File: config.mk
export PLATFORM = sky130hd
export DESIGN_NAME = pwm_dual
export DESIGN_NICKNAME = d
export VERILOG_FILES = /design/src/rtl/pwm_dual_pkg.sv /design/src/rtl/pwm_dual_regbank.sv /design/src/rtl/pwm_dual_prescaler.sv /design/src/rtl/pwm_dual_channel.sv /design/src/rtl/pwm_dual.sv
export SDC_FILE = /design/constraint.sdc
export NUM_CORES = 1
export LEC_CHECK = 0
export BUFFER_PORTS_ARGS = -buffer_cell sky130_fd_sc_hd__buf_2
export CAP_MARGIN = 20
export CORE_UTILIZATION = 50
export DETAILED_ROUTE_END_ITERATION = 10
export HOLD_SLACK_MARGIN = 0.06
export MAX_ROUTING_LAYER = met4
export PLACE_DENSITY = 0.67
export SYNTH_ARGS = -nofsm -noshare
export SYNTH_HDL_FRONTEND = slang
export SYNTH_SLANG_ARGS = --single-unit
File: constraint.sdc
create_clock -name clk -period 4.2 [get_ports clk]
set_input_delay 0.84 -clock clk [delete_from_list [all_inputs] [get_ports clk]]
set_output_delay 0.84 -clock clk [all_outputs]
set_load 0.02 [all_outputs]
File: src/rtl/pwm_dual_pkg.sv
package pwm_dual_pkg;
    localparam int PS_W    = 4;
    localparam int FIELD_W = 8;

    typedef struct packed {
        logic            byp;
        logic            act;
        logic            gate;
        logic            en;
        logic [PS_W-1:0] ps;
    } chan_ctrl_t;
endpackage

File: src/rtl/pwm_dual_regbank.sv
module pwm_dual_regbank
    import pwm_dual_pkg::*;
#(
    parameter int NCH = 2,
    parameter int CW  = 16,
    parameter int AW  = 10,
    parameter int DW  = 32
) (
    input  logic                     clk,
    input  logic                     rst_n,
    input  logic                     we,
    input  logic [AW-1:0]            addr,
    input  logic [DW-1:0]            wdata,
    output logic [DW-1:0]            rdata,
    output chan_ctrl_t [NCH-1:0]     ctrl_o,
    output logic [NCH-1:0][CW-1:0]   duty_o,
    output logic [NCH-1:0][CW-1:0]   per_o
);
    localparam int IDXW    = AW - 2;
    localparam int PER_LSB = DW / 2;
    localparam int CTRL_W  = NCH * FIELD_W;

    typedef struct packed {
        chan_ctrl_t [NCH-1:0]   ctrl;
        logic [NCH-1:0][CW-1:0] duty;
        logic [NCH-1:0][CW-1:0] per;
    } bank_t;

    bank_t           s_d, s_q;
    logic [IDXW-1:0] idx;

    assign idx = addr[AW-1:2];

    always_comb begin
        s_d   = s_q;
        rdata = '0;
        if (we && idx == '0) begin
            s_d.ctrl = wdata[CTRL_W-1:0];
        end
        if (idx == '0) begin
            rdata[CTRL_W-1:0] = s_q.ctrl;
        end
        for (int c = 0; c < NCH; c++) begin
            if (idx == IDXW'(c + 1)) begin
                if (we) begin
                    s_d.duty[c] = wdata[CW-1:0];
                    s_d.per[c]  = wdata[PER_LSB +: CW];
                end
                rdata[CW-1:0]         = s_q.duty[c];
                rdata[PER_LSB +: CW]  = s_q.per[c];
            end
        end
    end

    always_ff @(posedge clk or negedge rst_n) begin
        if (!rst_n) s_q <= '0;
        else        s_q <= s_d;
    end

    assign ctrl_o = s_q.ctrl;
    assign duty_o = s_q.duty;
    assign per_o  = s_q.per;
endmodule

File: src/rtl/pwm_dual_prescaler.sv
module pwm_dual_prescaler
    import pwm_dual_pkg::*;
(
    input  logic            clk,
    input  logic            rst_n,
    input  logic            run,
    input  logic            clr,
    input  logic [PS_W-1:0] code,
    output logic            tick
);
    localparam int DIVW = (1 << PS_W) - 1;

    typedef struct packed {
        logic [DIVW-1:0] pc;
    } div_t;

    div_t          s_d, s_q;
    logic [DIVW:0] div_len;

    always_comb begin
        s_d = s_q;
        if (code == '1) div_len = (DIVW+1)'(1);
        else            div_len = (DIVW+1)'(1) << ({1'b0, code} + (PS_W+1)'(1));
        tick = run && ({1'b0, s_q.pc} >= div_len - (DIVW+1)'(1));
        if (clr)       s_d.pc = '0;
        else if (tick) s_d.pc = '0;
        else if (run)  s_d.pc = s_q.pc + DIVW'(1);
    end

    always_ff @(posedge clk or negedge rst_n) begin
        if (!rst_n) s_q <= '0;
        else        s_q <= s_d;
    end
endmodule

File: src/rtl/pwm_dual_channel.sv
module pwm_dual_channel
    import pwm_dual_pkg::*;
#(
    parameter int CW = 16
) (
    input  logic          clk,
    input  logic          rst_n,
    input  chan_ctrl_t    ctrl,
    input  logic [CW-1:0] duty_sh,
    input  logic [CW-1:0] per_sh,
    output logic          pwm_o,
    output logic [CW-1:0] cnt_o,
    output logic [CW-1:0] per_act_o,
    output logic          tick_o
);
    typedef struct packed {
        logic [CW-1:0] cnt;
        logic [CW-1:0] duty_a;
        logic [CW-1:0] per_a;
    } chan_t;

    chan_t s_d, s_q;
    logic  run, clr, tick, active, level;

    assign run = ctrl.en && ctrl.gate && !ctrl.byp;
    assign clr = !ctrl.en || ctrl.byp;

    pwm_dual_prescaler u_div (
        .clk   (clk),
        .rst_n (rst_n),
        .run   (run),
        .clr   (clr),
        .code  (ctrl.ps),
        .tick  (tick)
    );

    always_comb begin
        s_d = s_q;
        if (clr) begin
            s_d.cnt    = '0;
            s_d.duty_a = duty_sh;
            s_d.per_a  = per_sh;
        end else if (tick) begin
            if (s_q.cnt >= s_q.per_a) begin
                s_d.cnt    = '0;
                s_d.duty_a = duty_sh;
                s_d.per_a  = per_sh;
            end else begin
                s_d.cnt = s_q.cnt + CW'(1);
            end
        end
    end

    always_ff @(posedge clk or negedge rst_n) begin
        if (!rst_n) s_q <= '0;
        else        s_q <= s_d;
    end

    assign active = (s_q.cnt < s_q.duty_a) || (s_q.duty_a >= s_q.per_a);
    assign level  = (ctrl.en && active) ? ctrl.act : !ctrl.act;
    assign pwm_o  = ctrl.byp ? clk : level;

    assign cnt_o     = s_q.cnt;
    assign per_act_o = s_q.per_a;
    assign tick_o    = tick;
endmodule

File: src/rtl/pwm_dual.sv
module pwm_dual
    import pwm_dual_pkg::*;
#(
    parameter int NCH = 2,
    parameter int CW  = 16,
    parameter int AW  = 10,
    parameter int DW  = 32
) (
    input  logic           clk,
    input  logic           rst_n,
    input  logic           bus_we,
    input  logic [AW-1:0]  bus_addr,
    input  logic [DW-1:0]  bus_wdata,
    output logic [DW-1:0]  bus_rdata,
    output logic [NCH-1:0] pwm_out
);
    chan_ctrl_t [NCH-1:0]   ctrl_all;
    logic [NCH-1:0][CW-1:0] duty_sh;
    logic [NCH-1:0][CW-1:0] per_sh;
    logic [NCH-1:0][CW-1:0] cnt_all;
    logic [NCH-1:0][CW-1:0] per_all;
    logic [NCH-1:0]         tick_all;

    pwm_dual_regbank #(.NCH(NCH), .CW(CW), .AW(AW), .DW(DW)) u_regs (
        .clk    (clk),
        .rst_n  (rst_n),
        .we     (bus_we),
        .addr   (bus_addr),
        .wdata  (bus_wdata),
        .rdata  (bus_rdata),
        .ctrl_o (ctrl_all),
        .duty_o (duty_sh),
        .per_o  (per_sh)
    );

    for (genvar c = 0; c < NCH; c++) begin : g_ch
        pwm_dual_channel #(.CW(CW)) u_ch (
            .clk       (clk),
            .rst_n     (rst_n),
            .ctrl      (ctrl_all[c]),
            .duty_sh   (duty_sh[c]),
            .per_sh    (per_sh[c]),
            .pwm_o     (pwm_out[c]),
            .cnt_o     (cnt_all[c]),
            .per_act_o (per_all[c]),
            .tick_o    (tick_all[c])
        );
    end
endmodule

# Yosys cells after proc, flatten, opt, wreduce, memory -nomap -nowiden
# Index checks and enable logic that the tools add are counted.
# op_classes
n_reduce_logical	30
n_mux	23
n_eq_ne	4
addsub	8
magnitude_cmp	8
n_shift	2
div	0
mul	0
n_bitwise	0
# ops
cell	count
$mux 48	4
$mux 32	4
$mux 15	6
$mux 16	5
$ge 16x16->1	4
$add 16x1->16 const B	2
$ge 15x16->1	2
$lt 16x16->1	2
$shl 1x5->16 const A	2
$sub 16x1->16 const B	2
$add 15x1->15 const B	2
$add 4x1->5 const B	2
$logic_and 1x1->1	9
$eq 4x4->1 const B	2
$eq 8x1->1 const B	1
$eq 8x2->1 const B	1
$logic_not 8->1	1
$reduce_and 2->1	4
$reduce_bool 2->1	4
$logic_not 1->1	6
$reduce_bool 3->1	2
$logic_or 1x1->1	4
$mux 1	4
# word_totals
mem_bits_rw	0
inputBits	45
n_memories	0
latch_bits	0
ff_bits	206
romBits	0

# Depth between registers and ports, before layout
# depth
ltp_word	8
ltp_mapped	17

# Modules after synthesis
# From an unflattened synthesis, not the netlist that was laid out.
# hier_totals
cells_unflattened	1306
area_unflattened_um2	13919.6
# modules_own_cells
mod	area_per_inst_um2	cells_each	instances	seq_area_each_um2
pwm_dual_regbank	3913.8	284	1	2001.9
pwm_dual_channel at g_ch[0].u_ch	3514.6	334	1	1201.2
pwm_dual_channel at g_ch[1].u_ch	3514.6	333	1	1201.2
pwm_dual_prescaler at g_ch[0].u_ch.u_div	1490.2	177	1	375.4
pwm_dual_prescaler at g_ch[1].u_ch.u_div	1486.4	178	1	375.4

==> flow_summary.yaml <==
status:
  outcome: "completed"
layout:
  num-fill-cells: 2203
  total_number_of_nets_in_the_final_design: 1520
  insertedDiodeCount: 0
  layout-drive-gt1-share_pct: 18.6
  syn2layout_area_growth_pct: 13.6
  layout.cells.non_filler: 1688
worst_setup_path:
  worst_path_largest_cell_delay_ps: 600
  crit-reg2reg-launch: "u_regs.ctrl_o[0]$_DFFE_PN0P_"
  worst-setup-path-type: "reg2out"
  worstSetupEndpointType: "primary output"
  cp_data_arrival_time_ps: 3110
  highest_fanout_seen_on_the_critical_path: 2
  crit_slowest_cell: "o41ai_1"
  worst_ep_required_time_ps: 3360
  cp-startpoint: "g_ch[1].u_ch.per_act_o[2]$_DFFE_PN0P_"
  critPathLaunchType: "flop"
  r2r_setup_slack_ps: 320
  cp_num_buf_inv: 2
  cpLargestDelayFamily: "compound AO/OA/AOI/OAI gates"
  crit_path_cell_chain: "inv_1 > ha_1 > nand2_1 > o21ai_0 > a31oi_1 > o41ai_1 > nor4b_1 > nor3b_1 > buf_2"
timing:
  final-max-slew-violation-count: 0
  worst_slack_ps: 252
  setup_violations: 0
  timing.final.crit_share_pct: 94.0
  final-hold-violation-count: 0
  slew_margin_rel_pct: 32.6
  grt_setup_unrepaired: "false"
  max_freq_mhz: 253
  actual_slew_at_the_worst_max_slew_pin_ps: 1010
  final.min_clock_period_ps: 3950
  timing.clock.skew_ps: 22.1
  fin_setup_tns_ps: 0
global_route:
  grt_pass1_wl_um: 50900
  grt_util_all_layers_pct: 25.0
  globalRoute.totalOverflow: 0
  first_global_vias: 9584
  number_of_antenna_violations_at_the_first_check_in_global_routing: 0
  grt_start_max_net_pins: 97
power_and_ir_drop:
  seqPwrFrac_pct: 41.3
  power.share.switching_pct: 26.3
  combinationalPowerShare_pct: 11.1
  p_int_uw: 3790
  vdd.ir_drop.worst_v: 0.000391
  p_leak_uw: 0.00741
  p_per_area_nw_per_um2: 348
  clock_power_share_pct: 47.6
  netSwitchingPower_uw: 1360
place:
  numPlacedInstances: 1639
  dpl.hpwl_um: 23100
  detailedPlace.worstSlack_ps: 310
  globalplace.congestion: 0.862
  place.port_buffers: 76
routing:
  detail_route.wirelength_um: 31300
  drtPass1Iterations: 5
  drt_drc_violations_left: 0
  routed_via_density: 5.82
  routedWlPerCell_um: 18.5
  detailroute.via_count: 9829
  drt_iter0_markers: 587
  detail-route-antenna-nets: 0
yosys:
  synth_area_leader_cell: "dfrtp_1"
  synth.distinct_cells: 75
  synth-edff-count: 0
  synthesis.area_per_instance_um2: 10.4
  mappedNetlistArea_um2: 13000
  synthMostInstantiatedCell: "dfrtp_1"
  dominantRegCellSynth: "dfrtp_1"
  synthTopCellsByArea: "dfrtp_1 40%, ha_1 13%, mux2_1 5.4%"
  synth.yosys.seq_area_share_pct: 39.6
  proportion_of_register_bits_with_asynchronous_set_or_reset_after_synthesis_pct: 100
  ys_ff_latch: 206
  synth_top_cells_by_count: "206 x dfrtp_1, 135 x ha_1, 96 x nor2_1, 85 x inv_1, 71 x nand2_1"
  synth-warning-count: 0
  mappedNetlistNets: 1434
  synth_top_cell_area_share_pct: 39.6
  synthCells: 1254
die:
  io_pins: 79
  row_count: 58
  core-area_um2: 25300
  die_y_um: 163
  effective_utilization_at_floorplan_pct: 51.4
  die_area_um2: 26700
  chipWidth_um: 163
cts:
  hold_buffers: 0
  clk_pin_slew_worst_paths_ps: 60
  tritoncts: "done"
  cts_setup_buffers: 0
  post_cts.resized_instances: 0
  insertion_delay_ps: 650
job:
  drv.max_cap_violation_count: 0
hold_path:
  worstHoldPathType: "in2async"
## logic make-up (layout without fill, tap and decap cells)
family / count (synthesis) / in the layout / share of synthesized area, %
AND/OR/NAND/NOR: 329 / 329 / 12.7
XOR/XNOR: 29 / 29 / 1.95
AO/OA/AOI/OAI: 258 / 258 / 13.9
adder cells (fa/ha/maj): 135 / 135 / 13.0
buffers and inverters: 138 / 242 / 4.47
flip-flops: 206 / 206 / 39.6
multiplexers: 159 / 159 / 14.4
## stage by stage
| stage | total power (uW) | util, % | cell area [um2] | hold WS, ps |
|---|---|---|---|---|
| 3_5_place_dp | 2790 | 54.6 | 13800 | 481 |
| 4_1_cts | 5200 | 58.3 | 14800 | 319 |
| 5_1_grt | 5370 | 58.4 | 14800 | 324 |
| 2_1_floorplan | 2590 | - | 13000 | 458 |
| 6_report | 5150 | 58.4 | 14800 | 237 |
| 3_3_place_gp | 2780 | 54.6 | 13800 | 474 |
## sequential cells by signal, indices dropped and copies added, names as in the netlist
name	cells
g_ch.u_ch.cnt_o	32
g_ch.u_ch.per_act_o	32
g_ch.u_ch.s_q	32
g_ch.u_ch.u_div.s_q	30
u_regs.ctrl_o	16
u_regs.duty_o	32
u_regs.per_o	32
## layout make-up
cell class | instances | area, um2 | area share, %
clock inverter | 14 | 173 | 1.17
tap | 330 | 413 | 2.79
clock buffer | 36 | 773 | 5.23
inverter | 86 | 323 | 2.18
sequential | 206 | 5150 | 34.8
timing repair buffer | 106 | 657 | 4.44
multi-input combinational | 910 | 7300 | 49.3
## cells in the final DEF, fill, tap and decap left out, types with 9 or more instances in the layout
master,n
nand2b_1,13
nand4_1,23
nor2b_1,9
xor2_1,21
mux2_4,30
and3_1,17
clkbuf_16,28
ha_1,135
o21ai_0,32
inv_1,85
o21a_1,11
buf_2,75
a21o_1,25
a21oi_1,60
dfrtp_1,206
buf_4,29
o211ai_1,15
nand2_1,71
mux2i_1,18
mux2_1,62
nand3_1,39
nor2_1,96
a22o_1,30
nor3_1,12
mux2_2,49
## power by group through the flow
stage                     registers, uW  logic [uW]  clock network [uW]
after floorplan                    2130         388                74.9
after global placement             2160         556                62.7
after detailed placement           2160         571                62.7
after CTS                          2120         575                2500
after global routing               2130         643                2590
final                              2130         572                2450
## per-layer routing
metal  track usage (%)  wire, um  vias up
met3              3.61      1480       41
met4              6.24       614        0
li1                  -         -     4731
met5                 -         0        -
met2              37.8     13800      223
met1              35.2     15400     4834
## final timing paths
kind,endpoint,depth (start not counted)
hold / removal,g_ch[0].u_ch.cnt_o[15]$_DFFE_PN0P_,1
setup reg to reg,g_ch[0].u_ch.s_q[31]$_DFFE_PN0P_,15
setup / recovery,pwm_out[1],9
max in group asynchronous,g_ch[0].u_ch.s_q[27]$_DFFE_PN0P_,2
hold reg to reg,g_ch[1].u_ch.per_act_o[13]$_DFFE_PN0P_,1
min in group clk,u_regs.per_o[21]$_DFFE_PN0P_,2
Power figures use the tool's default switching activity.
